<file path="src/rtl/gpio8_pkg.sv">
package gpio8_pkg;

    localparam int PORT_W = 8;
    localparam int ADDR_W = 2;

    typedef enum logic [ADDR_W-1:0] {
        REG_PIN  = 2'd0,
        REG_LAT  = 2'd1,
        REG_DIR  = 2'd2,
        REG_NONE = 2'd3
    } reg_sel_e;

    typedef struct packed {
        logic [PORT_W-1:0] lat;
        logic [PORT_W-1:0] dir;
    } port_state_t;

    typedef struct packed {
        logic [PORT_W-1:0] oe;
        logic [PORT_W-1:0] out;
    } pad_drive_t;

    // Mask of bits lsb..PORT_W-1 when en is set, else zero.
    function automatic logic [PORT_W-1:0] upper_mask(input logic en, input int lsb);
        logic [PORT_W-1:0] m;
        m = '0;
        for (int i = 0; i < PORT_W; i++) begin
            if (en && i >= lsb) m[i] = 1'b1;
        end
        return m;
    endfunction

endpackage

</file>
<file path="src/rtl/gpio8_sync.sv">
module gpio8_sync #(
    parameter int W      = 8,
    parameter int STAGES = 2
) (
    input  logic         clk,
    input  logic         rst,
    input  logic [W-1:0] d,
    output logic [W-1:0] q
);

    logic [W-1:0] stg [STAGES];

    always_ff @(posedge clk) begin
        if (rst) begin
            for (int i = 0; i < STAGES; i++) stg[i] <= '0;
        end else begin
            stg[0] <= d;
            for (int i = 1; i < STAGES; i++) stg[i] <= stg[i-1];
        end
    end

    assign q = stg[STAGES-1];

endmodule

</file>
<file path="src/rtl/gpio8_regs.sv">
module gpio8_regs
    import gpio8_pkg::*;
(
    input  logic              clk,
    input  logic              rst,
    input  logic              wr,
    input  logic [ADDR_W-1:0] addr,
    input  logic [PORT_W-1:0] wdata,
    output port_state_t       st
);

    reg_sel_e sel;
    assign sel = reg_sel_e'(addr);

    always_ff @(posedge clk) begin
        if (rst) begin
            st.lat <= '0;
            st.dir <= '1;
        end else if (wr) begin
            case (sel)
                REG_PIN, REG_LAT: st.lat <= wdata;
                REG_DIR:          st.dir <= wdata;
                default:          ;
            endcase
        end
    end

    AST_LAT_LOAD: assert property (@(posedge clk) disable iff (rst)
        wr && (sel == REG_PIN || sel == REG_LAT) |=> st.lat == $past(wdata));

    AST_DIR_LOAD: assert property (@(posedge clk) disable iff (rst)
        wr && sel == REG_DIR |=> st.dir == $past(wdata));

    AST_NO_STRAY_WRITE: assert property (@(posedge clk) disable iff (rst)
        (!wr || sel == REG_NONE) |=> $stable(st));

endmodule

</file>
<file path="src/rtl/gpio8_pad.sv">
module gpio8_pad
    import gpio8_pkg::*;
#(
    parameter int OD_PIN  = 4,
    parameter int OSC_LSB = 6
) (
    input  port_state_t st,
    input  logic        osc_en,
    output pad_drive_t  drv
);

    logic [PORT_W-1:0] osc_m;
    logic [PORT_W-1:0] oe_v;
    logic [PORT_W-1:0] out_v;

    assign osc_m = upper_mask(osc_en, OSC_LSB);

    for (genvar i = 0; i < PORT_W; i++) begin : g_bit
        if (i == OD_PIN) begin : g_od
            // pulls low only; released otherwise
            assign oe_v[i]  = ~st.dir[i] & ~st.lat[i] & ~osc_m[i];
            assign out_v[i] = 1'b0;
        end else begin : g_pp
            assign oe_v[i]  = ~st.dir[i] & ~osc_m[i];
            assign out_v[i] = st.lat[i];
        end
    end

    assign drv = '{oe: oe_v, out: out_v};

endmodule

</file>
<file path="src/rtl/gpio8_rdmux.sv">
module gpio8_rdmux
    import gpio8_pkg::*;
#(
    parameter logic [PORT_W-1:0] ANA_CAPABLE = 8'h2F,
    parameter int                OSC_LSB     = 6
) (
    input  logic              clk,
    input  logic              rst,
    input  logic              rd,
    input  logic [ADDR_W-1:0] addr,
    input  port_state_t       st,
    input  logic [PORT_W-1:0] pins,
    input  logic [PORT_W-1:0] ana_sel,
    input  logic              osc_en,
    output logic [PORT_W-1:0] rdata
);

    logic [PORT_W-1:0] osc_m;
    logic [PORT_W-1:0] ana_m;
    logic [PORT_W-1:0] nxt;

    always_comb begin
        osc_m = upper_mask(osc_en, OSC_LSB);
        ana_m = ana_sel & ANA_CAPABLE;
        case (reg_sel_e'(addr))
            REG_PIN: nxt = pins & ~ana_m & ~osc_m;
            REG_LAT: nxt = st.lat & ~osc_m;
            REG_DIR: nxt = st.dir & ~osc_m;
            default: nxt = '0;
        endcase
    end

    always_ff @(posedge clk) begin
        if (rst)     rdata <= '0;
        else if (rd) rdata <= nxt;
        else         rdata <= '0;
    end

    AST_RD_IDLE_ZERO: assert property (@(posedge clk) disable iff (rst)
        !rd |=> rdata == '0);

    AST_OSC_READ_ZERO: assert property (@(posedge clk) disable iff (rst)
        rd && osc_en |=> rdata[PORT_W-1:OSC_LSB] == '0);

    AST_ANA_READ_ZERO: assert property (@(posedge clk) disable iff (rst)
        rd && reg_sel_e'(addr) == REG_PIN |=> (rdata & $past(ana_sel & ANA_CAPABLE)) == '0);

endmodule

</file>
<file path="src/rtl/gpio8_port.sv">
module gpio8_port
    import gpio8_pkg::*;
#(
    parameter int                OD_PIN      = 4,
    parameter int                OSC_LSB     = 6,
    parameter int                SYNC_STAGES = 2,
    parameter logic [PORT_W-1:0] ANA_CAPABLE = 8'h2F
) (
    input  logic              clk,
    input  logic              rst,
    input  logic [ADDR_W-1:0] bus_addr,
    input  logic              bus_wr,
    input  logic [PORT_W-1:0] bus_wdata,
    input  logic              bus_rd,
    output logic [PORT_W-1:0] bus_rdata,
    input  logic [PORT_W-1:0] pad_in,
    output logic [PORT_W-1:0] pad_out,
    output logic [PORT_W-1:0] pad_oe,
    input  logic [PORT_W-1:0] ana_sel,
    input  logic              osc_en
);

    port_state_t       st;
    pad_drive_t        drv;
    logic [PORT_W-1:0] pins_s;

    gpio8_sync #(.W(PORT_W), .STAGES(SYNC_STAGES)) u_sync (
        .clk (clk),
        .rst (rst),
        .d   (pad_in),
        .q   (pins_s)
    );

    gpio8_regs u_regs (
        .clk   (clk),
        .rst   (rst),
        .wr    (bus_wr),
        .addr  (bus_addr),
        .wdata (bus_wdata),
        .st    (st)
    );

    gpio8_pad #(.OD_PIN(OD_PIN), .OSC_LSB(OSC_LSB)) u_pad (
        .st     (st),
        .osc_en (osc_en),
        .drv    (drv)
    );

    gpio8_rdmux #(.ANA_CAPABLE(ANA_CAPABLE), .OSC_LSB(OSC_LSB)) u_rdmux (
        .clk     (clk),
        .rst     (rst),
        .rd      (bus_rd),
        .addr    (bus_addr),
        .st      (st),
        .pins    (pins_s),
        .ana_sel (ana_sel),
        .osc_en  (osc_en),
        .rdata   (bus_rdata)
    );

    assign pad_oe  = drv.oe;
    assign pad_out = drv.out;

    AST_INPUT_HIZ: assert property (@(posedge clk) disable iff (rst)
        (pad_oe & st.dir) == '0);

    AST_OD_NO_HIGH: assert property (@(posedge clk) disable iff (rst)
        pad_oe[OD_PIN] |-> !pad_out[OD_PIN] && !st.lat[OD_PIN]);

    AST_OSC_NO_DRIVE: assert property (@(posedge clk) disable iff (rst)
        osc_en |-> pad_oe[PORT_W-1:OSC_LSB] == '0);

endmodule

</file>
<file path="config.mk">
export PLATFORM = sky130hd
export DESIGN_NAME = gpio8_port
export DESIGN_NICKNAME = d
export VERILOG_FILES = /design/src/rtl/gpio8_pkg.sv /design/src/rtl/gpio8_sync.sv /design/src/rtl/gpio8_regs.sv /design/src/rtl/gpio8_pad.sv /design/src/rtl/gpio8_rdmux.sv /design/src/rtl/gpio8_port.sv
export SDC_FILE = /design/constraint.sdc
export NUM_CORES = 1
export LEC_CHECK = 0
export ABC_AREA = 1
export ABC_CLOCK_PERIOD_IN_PS = 1300
export BUFFER_PORTS_ARGS = -buffer_cell sky130_fd_sc_hd__buf_4
export CORE_MARGIN = 4
export CORE_UTILIZATION = 35
export DETAILED_ROUTE_END_ITERATION = 10
export GPL_ROUTABILITY_DRIVEN = 0
export MAX_ROUTING_LAYER = met4
export PLACE_DENSITY = 0.56
export RECOVER_POWER = 25
export SYNTH_ARGS = -nofsm -noshare
export SYNTH_HDL_FRONTEND = slang
export SYNTH_SLANG_ARGS = --single-unit
</file>
<file path="constraint.sdc">
create_clock -name clk -period 1.3 [get_ports clk]
set_clock_uncertainty 0.15 [all_clocks]
set_input_delay 0.13 -clock clk [delete_from_list [all_inputs] [get_ports clk]]
set_output_delay 0.13 -clock clk [all_outputs]
set_load 0.005 [all_outputs]
</file>
==> flow_metrics.py <==
metrics = {
    "floorplanning": {
        "dieArea_mm2": 0.00591,
        "coreArea_mm2": 0.00447,
        "start_util_pct": 37.1,
        "die_h_um": 76.9,
        "rows": 24,
        "die_x_um": 76.9,
        "ios": 55,
    },
    "finish": {
        "diodes": 0,
        "final_util_pct": 52.4,
        "drive_above_1_share_pct": 27.5,
        "nNetsFinal": 321,
        "area_growth_pct": 41.0,
    },
    "place": {
        "dp.final_hpwl_um": 2530,
        "pre_cts_slack_ns": 0.0272,
        "port_buffers": 50,
    },
    "synthesis": {
        "synth.area.top_cells": "dfxtp_1 (48%), nand2_1 (10%), inv_1 (9.7%), nor2_1 (6.8%), nor2_2 (3.8%)",
        "yosysTopAreaCell": "dfxtp_1",
        "synth_common_cells": "nand2_1 (46), inv_1 (43), dfxtp_1 (40), nor2_1 (30), nor2_2 (10)",
        "syn_nets": 251,
        "synth_top_area_share_pct": 48.2,
        "avgSynthCellArea_um2": 7.69,
        "synth_edf_count": 0,
        "async_flop_share_pct": 0,
        "yosysWarnings": 0,
        "synth.distinct_cells": 20,
        "synth-seq-area-share_pct": 48.2,
        "synth_area_mm2": 0.00166,
        "syn_inst": 216,
        "synth.most_common_cell": "nand2_1",
        "synthFlopType": "dfxtp_1",
        "ys_ff_latch": 40,
    },
    "sta": {
        "fmax_mhz": 834,
        "final-hold-violation-count": 1,
        "drv_slew": 0,
        "finalCritPeriodShare_pct": 92.2,
        "fin_tns_setup_ns": 0,
        "hold_ws_ns": -0.000763,
        "finalSetupViolCount": 0,
        "fin_crit_ns": 1.20,
        "rsz0062_at_grt": "no",
        "worst_slack_ns": 0.101,
    },
    "cts": {
        "htreeDepth": 2,
        "cts-buffers-inserted": 5,
        "post_cts_buffers": 0,
        "clk_pin_slew_worst_paths_ns": 0.07,
        "cts.sinks": 40,
        "cts_tree": "yes",
        "clock_path_buffers": 2,
        "clock_latency_ns": 0.28,
        "cts_root_buffer": "clkbuf_8",
    },
    "grt": {
        "grt_overflow": 0,
        "gr-usage-met2_pct": 20.6,
        "grt_pass1_wl_um": 6130,
        "grt_use_met3_pct": 3.75,
        "grt.busiest_layer": "met2",
        "antenna_found_initial": 0,
        "grt.total_usage_pct": 13.4,
        "grt_pass1_vias": 1397,
        "grt_max_degree": 17,
        "use_met1_pct": 16.2,
    },
    "routing": {
        "drc": 0,
        "firstDrtPassIters": 4,
        "drtIter0Drc": 48,
        "vias": 1397,
        "drt-total-wl_um": 3440,
        "wire_per_inst_um": 10.2,
        "via_per_inst": 4.16,
        "ant_nets": 0,
    },
    "power_and_ir_drop": {
        "switching_share_pct": 23.7,
        "pwr-share-seq_pct": 54.4,
        "clkPwrFrac_pct": 29.7,
        "vdd_ir_drop_max_uv": 631,
        "p_switching_uw": 575,
        "p_leak_uw": 0.00125,
        "comb_power_share_pct": 16.0,
        "p_int_uw": 1850,
        "power.density_mw_per_mm2": 1040,
        "finalPower_uw": 2430,
    },
    "min_path": {
        "min_path_type": "in2reg",
    },
    "outcome": {
        "outcome": "finished, violations left",
        "violations": "negative hold slack",
    },
    "critical_path": {
        "crit_arrival_ns": 0.92,
        "cp_max_fo": 3,
        "crit_type": "reg2out",
        "end_kind": "output port",
        "cp_data_required_time_ns": 1.02,
        "cp-start-kind": "flop",
    },
    "flow_run": {
        "maxCapViolations": 0,
    },
}
-- final timing paths --
path,slack [ns],start,depth (start not counted),endpoint
max reg2reg,0.44,u_regs.st[14]$_SDFFE_PP0P_,4,u_rdmux.rdata[6]$_SDFF_PP0_
max,0.10,u_regs.st[12]$_SDFFE_PP0P_,2,pad_oe[4]
min,-0.0008,ana_sel[0],4,u_rdmux.rdata[0]$_SDFF_PP0_
min reg2reg,0.25,u_sync.stg[0][2]$_SDFF_PP0_,2,u_sync.stg[0][10]$_SDFF_PP0_
-- what timing repair did --
item                       CTS  global route
hold buffers                20             0
gates resized for setup      0             1
setup endpoints to repair    0             2
hold endpoints to repair    24             0
-- cells in the final DEF (no fill, tap or decap), types with 2 or more instances in the layout --
cell,instances
buf_12,2
clkbuf_4,8
inv_1,43
dlygate4sd3_1,20
buf_4,47
o211ai_1,8
a21oi_1,2
nor2_2,10
nor2_1,30
nand3_1,7
nand2_1,46
clkbuf_8,5
dfxtp_1,40
ha_1,4
a31oi_1,5
-- cell type report --
cell class / count / area (um2)
Clock buffer: 5 / 68.8
Fill cell: 444 / 2130
Inverter: 44 / 165
Multi-Input combinational cell: 117 / 586
Sequential cell: 40 / 801
Tap cell: 52 / 65.1
Timing Repair Buffer: 78 / 658
-- worst max-delay path, stage by stage (launching register included) --
cell     delay (ns)
dfxtp_1        0.33
nor2_1         0.17
buf_4          0.14
-- flip-flops by register name (all words and copies together), names as in the netlist --
register and cells:
u_sync.stg 16, u_regs.st 16, u_rdmux.rdata 8
-- power groups by stage --
stage / Clock [uW] / Sequential [uW] / Combinational [uW]
6_report: 720 / 1320 / 387
2_1_floorplan: 0 / 1340 / 206
3_5_place_dp: 0 / 1350 / 345
4_1_cts: 745 / 1320 / 394
5_1_grt: 789 / 1330 / 440
3_3_place_gp: 0 / 1350 / 342
-- metal layers --
layer,part of all wire [%],up-vias
met3,6.3,9
met2,46,40
li1,-,771
met1,46,577
met4,2.5,0
met5,0,-
-- through the flow --
stage                     instances  hold slack, ns  instance area (um2)
final                           336       -0.000763                 2340
after global routing            336         0.00217                 2340
after CTS                       336         0.00328                 2340
after detailed placement        311           0.187                 2070
after global placement          311           0.181                 2070
after floorplan                 216          0.0870                 1660
-- cell families after synthesis --
group	after synthesis	synth area share [%]
AND/OR/NAND/NOR	97	25.6
AO/OA/AOI/OAI	15	6.10
buffers and inverters	59	16.9
other	1	0.226
flip-flops	40	48.2
adder cells (fa/ha/maj)	4	3.01
Power figures use the tool's default switching activity.
